--- src/rtl/lnk_frame_pkg.sv ---
// Shared definitions for the parallel-to-frame link transmitter.
// Assumes a frame is payload plus four overhead bits laid out as
// {header[1:0], parity, balance, payload}.
package lnk_frame_pkg;

    // Width of the frame header field.
    localparam int HDR_W = 2;
    // Overhead bits added to every payload word.
    localparam int OVH_W = 4;

    // Header codes; the receiving side decodes these.
    typedef enum logic [HDR_W-1:0] {
        HDR_IDLE = 2'b00,
        HDR_DATA = 2'b01,
        HDR_FLAG = 2'b10
    } hdr_e;

endpackage

--- src/rtl/lnk_slot_timer.sv ---
// Slot timer: produces a one-cycle slot_start at the beginning of every
// strobe slot. A normal slot lasts STB_PER cycles; a slot marked long at
// its start lasts STB_PER+1. Assumes STB_PER >= 2. While ready is low
// the timer waits at zero, so a slot starts in the first ready cycle.
module lnk_slot_timer #(
    parameter int STB_PER = 4
) (
    input  logic clk,
    input  logic rst_n,
    input  logic ready,
    input  logic stretch,
    output logic slot_start
);

    localparam int CNT_W = $clog2(STB_PER + 1);
    localparam logic [CNT_W-1:0] LAST_NORM = CNT_W'(STB_PER - 1);
    localparam logic [CNT_W-1:0] LAST_LONG = CNT_W'(STB_PER);

    logic [CNT_W-1:0] cnt;
    logic             long_q;
    logic [CNT_W-1:0] last;

    // Slot begins whenever the counter sits at zero and the link is ready.
    assign slot_start = ready && (cnt == '0);

    // Final count of the current slot, one more when the slot is stretched.
    always_comb begin
        last = long_q ? LAST_LONG : LAST_NORM;
    end

    // Advance the slot counter and latch the stretch request at slot start.
    always_ff @(posedge clk) begin
        if (!rst_n) begin
            cnt    <= '0;
            long_q <= 1'b0;
        end else if (!ready) begin
            cnt    <= '0;
            long_q <= 1'b0;
        end else if (slot_start) begin
            cnt    <= CNT_W'(1);
            long_q <= stretch;
        end else if (cnt == last) begin
            cnt    <= '0;
        end else begin
            cnt    <= cnt + CNT_W'(1);
        end
    end

endmodule

--- src/rtl/lnk_flag_catch.sv ---
// Flag catcher: turns a rising edge on the request input into a pending
// flag. The flag is reported (hit) from the cycle of the edge onward and
// is cleared by consume. An edge arriving in the consume cycle is folded
// into that consumption. Assumes the request is synchronous to clk.
module lnk_flag_catch (
    input  logic clk,
    input  logic rst_n,
    input  logic req,
    input  logic consume,
    output logic hit
);

    logic req_q;
    logic pend;
    logic edge_seen;

    // Rising edge of the request relative to the previous cycle.
    assign edge_seen = req && !req_q;
    // Flag visible now: either already pending or arriving this cycle.
    assign hit = pend || edge_seen;

    // Track the request level and hold the pending flag until consumed.
    always_ff @(posedge clk) begin
        if (!rst_n) begin
            req_q <= 1'b0;
            pend  <= 1'b0;
        end else begin
            req_q <= req;
            pend  <= consume ? 1'b0 : hit;
        end
    end

endmodule

--- src/rtl/lnk_par_unit.sv ---
// Parity unit: computes the frame parity of a word and flags a mismatch
// against the externally supplied bit when external mode is selected.
// ODD_PAR picks odd parity instead of the default even parity.
// Purely combinational.
module lnk_par_unit #(
    parameter int DATA_W  = 36,
    parameter bit ODD_PAR = 1'b0
) (
    input  logic [DATA_W-1:0] word,
    input  logic              par_ext,
    input  logic              int_mode,
    output logic              par_calc,
    output logic              mismatch
);

    generate
        if (ODD_PAR) begin : g_odd
            // Odd variant: parity plus payload has an odd count of ones.
            assign par_calc = ~(^word);
        end else begin : g_even
            // Even variant: parity plus payload has an even count of ones.
            assign par_calc = ^word;
        end
    endgenerate

    // External parity is judged only when internal mode is off.
    assign mismatch = !int_mode && (par_ext != par_calc);

endmodule

--- src/rtl/lnk_frame_pack.sv ---
// Frame packer: at each slot start registers one frame. A taken word
// becomes a data or flagged data frame; an untaken slot becomes an idle
// frame. The balance bit flips on every frame. The error flag is updated
// with each frame and then held. Assumes slot_start is one cycle wide.
module lnk_frame_pack
    import lnk_frame_pkg::*;
#(
    parameter int DATA_W = 36,
    localparam int FRAME_W = DATA_W + OVH_W
) (
    input  logic               clk,
    input  logic               rst_n,
    input  logic               slot_start,
    input  logic               take,
    input  logic               flagged,
    input  logic [DATA_W-1:0]  word,
    input  logic               par_calc,
    input  logic               mismatch,
    output logic [FRAME_W-1:0] frame,
    output logic               frame_vld,
    output logic               err_n
);

    logic bal;
    hdr_e hdr;

    // Header for a taken word depends on the flag.
    always_comb begin
        hdr = flagged ? HDR_FLAG : HDR_DATA;
    end

    // Register the frame, its strobe, the balance bit and the error flag.
    always_ff @(posedge clk) begin
        if (!rst_n) begin
            frame     <= '0;
            frame_vld <= 1'b0;
            err_n     <= 1'b1;
            bal       <= 1'b0;
        end else begin
            frame_vld <= slot_start;
            if (slot_start) begin
                bal <= ~bal;
                if (take) begin
                    frame <= {hdr, par_calc, bal, word};
                    err_n <= ~mismatch;
                end else begin
                    frame <= {HDR_IDLE, 1'b0, bal, {DATA_W{1'b0}}};
                    err_n <= 1'b1;
                end
            end
        end
    end

endmodule

--- src/rtl/lnk_frame_tx.sv ---
// Parallel-to-frame link transmitter top. It paces the application with a
// read strobe, one slot at a time, and packs each taken word (or an idle
// filler) into a frame for the serializer. Assumes every input is
// synchronous to clk and STB_PER >= 2.
module lnk_frame_tx
    import lnk_frame_pkg::*;
#(
    parameter int DATA_W  = 36,
    parameter int STB_PER = 4,
    parameter bit ODD_PAR = 1'b0,
    localparam int FRAME_W = DATA_W + OVH_W
) (
    input  logic               clk,
    input  logic               rst_n,
    input  logic               pll_ok,
    input  logic               dat_avail,
    input  logic [DATA_W-1:0]  wd_in,
    input  logic               par_in,
    input  logic               int_par,
    input  logic               flag_req,
    output logic               rd_stb,
    output logic [FRAME_W-1:0] frm_out,
    output logic               frm_vld,
    output logic               par_err_n
);

    logic slot_start;
    logic flag_hit;
    logic par_calc;
    logic mismatch;
    logic stretch;

    // A word is taken only at a slot start with data offered.
    assign rd_stb  = slot_start && dat_avail;
    // A flagged word lengthens its own slot by one cycle.
    assign stretch = rd_stb && flag_hit;

    lnk_slot_timer #(
        .STB_PER (STB_PER)
    ) u_timer (
        .clk        (clk),
        .rst_n      (rst_n),
        .ready      (pll_ok),
        .stretch    (stretch),
        .slot_start (slot_start)
    );

    lnk_flag_catch u_flag (
        .clk     (clk),
        .rst_n   (rst_n),
        .req     (flag_req),
        .consume (rd_stb),
        .hit     (flag_hit)
    );

    lnk_par_unit #(
        .DATA_W  (DATA_W),
        .ODD_PAR (ODD_PAR)
    ) u_par (
        .word     (wd_in),
        .par_ext  (par_in),
        .int_mode (int_par),
        .par_calc (par_calc),
        .mismatch (mismatch)
    );

    lnk_frame_pack #(
        .DATA_W (DATA_W)
    ) u_pack (
        .clk        (clk),
        .rst_n      (rst_n),
        .slot_start (slot_start),
        .take       (rd_stb),
        .flagged    (flag_hit),
        .word       (wd_in),
        .par_calc   (par_calc),
        .mismatch   (mismatch),
        .frame      (frm_out),
        .frame_vld  (frm_vld),
        .err_n      (par_err_n)
    );

endmodule

--- config.mk ---
export PLATFORM = sky130hd
export DESIGN_NAME = lnk_frame_tx
export DESIGN_NICKNAME = d
export VERILOG_FILES = /design/src/rtl/lnk_frame_pkg.sv /design/src/rtl/lnk_slot_timer.sv /design/src/rtl/lnk_flag_catch.sv /design/src/rtl/lnk_par_unit.sv /design/src/rtl/lnk_frame_pack.sv /design/src/rtl/lnk_frame_tx.sv
export SDC_FILE = /design/constraint.sdc
export NUM_CORES = 1
export LEC_CHECK = 0
export BUFFER_PORTS_ARGS = -buffer_cell sky130_fd_sc_hd__buf_2
export CAP_MARGIN = 20
export CORE_UTILIZATION = 48
export CTS_BUF_LIST = sky130_fd_sc_hd__clkbuf_16
export CTS_CLUSTER_SIZE = 8
export DETAILED_ROUTE_END_ITERATION = 10
export GPL_TIMING_DRIVEN = 0
export PLACE_DENSITY = 0.79
export SETUP_SLACK_MARGIN = 0.3
export SLEW_MARGIN = 0
export SYNTH_ARGS = -nofsm -noshare
export SYNTH_HDL_FRONTEND = slang
export SYNTH_SLANG_ARGS = --single-unit
export TNS_END_PERCENT = 5
--- constraint.sdc ---
create_clock -name clk -period 2.04 [get_ports clk]
set_clock_uncertainty 0.05 [all_clocks]
set_input_delay 0.102 -clock clk [delete_from_list [all_inputs] [get_ports clk]]
set_output_delay 0.102 -clock clk [all_outputs]
set_load 0.01 [all_outputs]
======== Word level (Yosys, flattened, before mapping) ========
Index checks and enable logic that the tools add are counted.
storage, ports and cells
  output and inout port bits .............. 43
  word-level logic and storage cells ...... 35
  input bits .............................. 43
  register bits ........................... 49
cells by class
  reduce and logical (&&, ||, !) cells .... 13
  add/sub/neg operators ................... 1
  equality and inequality tests ........... 2
  bitwise gates (word level) .............. 4
  muxes and demuxes ....................... 6
operator list
  operator             count
  $mux 40              1
  $reduce_xor 36->1    1
  $logic_and 1x1->1    5
  $not 1->1            4
  $reduce_or 4->1      1
  $add 3x1->3 const B  1
  $eq 3x3->1           1
  $logic_not 3->1      1
  $mux 1               3
  $mux 3               1
  $logic_not 1->1      2
  $mux 2               1
  $reduce_and 2->1     1
  $reduce_or 2->1      1
  $logic_or 1x1->1     1
  $ne 1x1->1           1

======== Depth between registers and ports, before layout ========
  depth in word-level cells ............... 5
  mapped depth ............................ 8
  gate-level depth less buffers ........... 7

======== Cells and area by module ========
From an unflattened synthesis, not the netlist that was laid out.
second synthesis, totals
  cell total of the unflattened synthesis .. 257
  area total of the unflattened synthesis .. 2376.0 sq um
modules (own cells, without submodules)
  module          instances  area an instance (sq um)  cells each  seq. area each (sq um)
  lnk_frame_pack  1          1720.4                    187         860.8
  lnk_par_unit    1          345.3                     36          0.0
  lnk_slot_timer  1          216.5                     25          80.1
  lnk_flag_catch  1          81.3                      7           40.0
  lnk_frame_tx    1          12.5                      2           0.0

======== Worst setup path after synthesis ========
No wires, ideal clock.
  kind .................................... in2reg
  start point ............................. input wd_in[29]
  end point ............................... register u_pack.err_n
  data required time ...................... 1920 ps
  buffers on the path ..................... 0
  data arrival time ....................... 1481 ps
  slack ................................... 439 ps
  setup time .............................. 70 ps
  stages .................................. 6
  cell sequence ........................... xor2_1 > xnor2_1 > xnor2_2 > xnor3_1 > xor3_1 > a21oi_1
on the way
  word-level cells in the longest chain between the ends .. 5
RTL lines
  item                    line                  source
  start: declaration      lnk_frame_tx.sv:17    input logic [DATA_W-1:0] wd_in,
  $reduce_xor 36->1       lnk_par_unit.sv:22    assign par_calc = ^word;
  $ne 1x1->1              lnk_par_unit.sv:27    assign mismatch = !int_mode && (par_ext != par_calc);
  $logic_and 1x1->1       lnk_par_unit.sv:27
  $not 1->1               lnk_frame_pack.sv:45  err_n <= ~mismatch;
  $mux 1                  lnk_frame_pack.sv:43  if (take) begin
  end signal: assignment  lnk_frame_pack.sv:45
  end: declaration        lnk_frame_pack.sv:21  output logic err_n
Every way passes these cells.
A chain may end at the register's enable or synchronous reset.

======== Worst setup path after layout ========
  start point ............................. register u_timer.cnt[1]
  end point ............................... output rd_stb
on the way
  word-level cells in the longest chain between the ends .. 3
RTL lines
  item                      line                  source
  start: declaration        lnk_slot_timer.sv:19  logic [CNT_W-1:0] cnt;
  start signal: assignment  lnk_slot_timer.sv:45  cnt <= cnt + CNT_W'(1);
  $logic_not 3->1           lnk_slot_timer.sv:24  assign slot_start = ready && (cnt == '0);
  $logic_and 1x1->1         lnk_slot_timer.sv:24
  $logic_and 1x1->1         lnk_frame_tx.sv:34    assign rd_stb = slot_start && dat_avail;
  end: declaration          lnk_frame_tx.sv:21    output logic rd_stb,
Every way passes these cells.

==> results.sh <==
export IMPL_critPathBufInv=4
export IMPL_clk_latency_ps=280
export IMPL_htreeDepth=2
export IMPL_initial_core_util_pct=50.6
export IMPL_fin_setup_tns_ps=0
export IMPL_grt_max_degree=16
export IMPL_cts_sinks=49
export IMPL_drt_first_pass_iters=4
export IMPL_cpPeakStageDelay_ps=320
export IMPL_syn_nets=300
export IMPL_n_antenna_cell=0
export IMPL_drcViolationCount=0
export IMPL_synth_cell_type_count=27
export IMPL_min_path_cells=3
export IMPL_synth_top_cell_by_area="dfxtp_1"
export IMPL_numPortBuffers=83
export IMPL_relSlewSlack_pct=65.6
export IMPL_vias_per_cell=5.12
export IMPL_place_inst=390
export IMPL_path_cells="inv_2 > ha_2 > and3_1 > clkbuf_4 > nand2_2 > inv_2 > buf_2"
export IMPL_avgRoutedWirePerCell_um=13.0
export IMPL_gr_max_usage_layer="met2"
export IMPL_drv_slew=0
export IMPL_grt_use_met3_pct=4.33
export IMPL_core_area_um2=4410
export IMPL_worstMarginPinSlew_ps=516
export IMPL_hold_violations=0
export IMPL_synth_top_flop_cell="dfxtp_1"
export IMPL_die_y_um=70.2
export IMPL_worstRegToRegCells=6
export IMPL_min_period_over_period_pct=80.1
export IMPL_outcome="completed"
export IMPL_gp_congestion=0.810
export IMPL_cts_root_buf="clkbuf_16"
export IMPL_drv_cap=0
export IMPL_synth_async_reset_ratio_pct=0
export IMPL_seq_area_frac_synth_pct=43.9
export IMPL_detail_route_iter0_violations=100
export IMPL_power_density_nw_per_um2=865
export IMPL_p_leak_uw=0.00126
export IMPL_cp_arrival_ps=1480
export IMPL_yosysTopAreaCellShare_pct=43.9
export IMPL_grt_pass1_vias=1905
export IMPL_crit_top_cell="inv_2"
export IMPL_grt_pass1_wl_mm=8.60
export IMPL_synth_area_per_cell_um2=8.76
export IMPL_ys_seq_elements=49
export IMPL_grt_use_met1_pct=29.1
export IMPL_synth_edf_count=0
export IMPL_cts_tree="built"
export IMPL_cp_required_ps=1890
export IMPL_syn_instance_count=255
export IMPL_clock_path_buffers=2
export IMPL_routed_wl_mm=5.18
export IMPL_hpwl_mm=3.90
export IMPL_area_growth_pct=30.6
export IMPL_max_freq_mhz=612
export IMPL_rows=24
export IMPL_overflow=0
export IMPL_fin_cells=400
export IMPL_fin_nets=392
export IMPL_finalSetupViolations=0
export IMPL_final_cell_area_um2=2920
export IMPL_cp_depth=7
export IMPL_fin_crit_ps=1630
export IMPL_yosysWarnings=0
export IMPL_layout_commonest_cell="buf_2"
export IMPL_placed_cell_area_um2=2720
export IMPL_cts_buffers=5
export IMPL_vias=2047
export IMPL_cp_top_family="buffers and inverters"
export IMPL_fin_util_pct=66.1
export IMPL_power_uw=2520
export IMPL_final_cell_mix="83 x buf_2, 48 x dfxtp_1, 43 x nand2_1"
export IMPL_netlist_area_um2=2230
export IMPL_synthTopCellsByArea="dfxtp_1 44%, a21boi_0 13%, xnor2_1 12%"
export IMPL_die_w_um=70.2
export IMPL_drive_gt1_share_pct=30.7
export IMPL_grt_use_met2_pct=35.1
export IMPL_criticalPathCategory="reg -> out"
export IMPL_antenna_found_initial=0
export IMPL_hold_class="in -> reg"
export IMPL_boundaryPins=86
export IMPL_track_usage_pct=21.4
export IMPL_peakVddDrop_mv=0.485
export IMPL_die_area_um2=4930
export IMPL_cp_max_fo=6
export IMPL_path_clk_slew_ps=60
export IMPL_cp_slowest_cell="dfxtp_1"
export IMPL_worst_setup_path_end_kind="primary output"
export IMPL_cp_start_kind="flip-flop"
export IMPL_rsz0062_at_grt="yes"
export IMPL_ant_nets=0
==> stage by stage <==
step / worst slack (ps) / hold WS [ps]
floorplan: 439 / 174
global placement: 185 / 270
detailed placement: 120 / 279
CTS: 284 / 22.7
global route: 292 / 42.5
finish: 405 / 28.9
==> layout make-up <==
| type | instances | area, µm² |
|---|---|---|
| buffer | 18 | 81.3 |
| clock buffer | 5 | 125 |
| clock inverter | 3 | 41.3 |
| fill | 386 | 1500 |
| inverter | 5 | 18.8 |
| multi-input combinational | 183 | 1170 |
| sequential | 49 | 982 |
| tap | 52 | 65.1 |
| timing repair buffer | 85 | 433 |
==> cells in the mapped netlist (3+ instances only) <==
cell type	number
xor2_1	3
clkbuf_1	16
a21boi_0	38
nand3_1	38
and3_1	3
inv_1	5
and2_1	3
dfxtp_1	49
a21oi_1	4
nand2_1	44
xnor2_1	30
==> sequential cells by signal, indices dropped and copies added (netlist names) <==
register,cells
u_pack.frame,40
u_pack.bal,1
u_timer.long_q,1
u_flag.req_q,1
u_flag.pend,1
u_pack.frame_vld,1
u_pack.err_n,1
u_timer.cnt,3
==> report_power, final <==
group          switching (µW)  internal, µW  leakage, µW  total [µW]
Combinational             274           306     0.000783         581
Clock                     341           574    0.0000775         915
Sequential               23.3          1010     0.000400        1030
Total                     639          1880      0.00126        2520
==> cell families (layout without fill, tap and decap cells) <==
logic type	Yosys count	count (layout)	share of synthesized area (%)
flops	49	49	43.9
compound gates	48	48	15.3
xor+xnor	36	36	15.7
simple gates	97	97	20.0
buf+inv	23	116	3.86
fa+ha+maj	2	2	1.12
==> worst register-to-register path, delay by kind of cell (launching register included) <==
family,cells,cell delay [ps]
adder cells (fa/ha/maj),1,190
buffers and inverters,3,410
flip-flops,1,340
AND/OR/NAND/NOR,2,490
==> worst paths after layout <==
check | from | to | slack (ps)
worst max-delay path | u_timer.cnt[1]$_SDFF_PP0_ | rd_stb | 410
worst min-delay path | int_par | u_pack.err_n$_SDFFE_PN1P_ | 30
worst max register to register | u_timer.cnt[0]$_SDFF_PN0_ | u_timer.cnt[1]$_SDFF_PP0_ | 440
worst min register to register | u_pack.frame[28]$_SDFFE_PN0P_ | u_pack.frame[28]$_SDFFE_PN0P_ | 410
==> layer usage <==
| metal | vias up | part of all wire, % |
|---|---|---|
| met5 | - | 0 |
| met4 | 0 | 0.52 |
| met3 | 4 | 6.6 |
| met2 | 75 | 46 |
| met1 | 932 | 47 |
| li1 | 1036 | - |
==> timing repair <==
item / CTS / global route
pin swaps: 0 / 0
setup buffers: 0 / 1
gates resized for setup: 7 / 13
hold buffers: 1 / 0
hold endpoints to repair: 1 / 0
endpoints found under the setup margin: 41 / 43
Note: power is estimated with default switching activity, not from simulation.
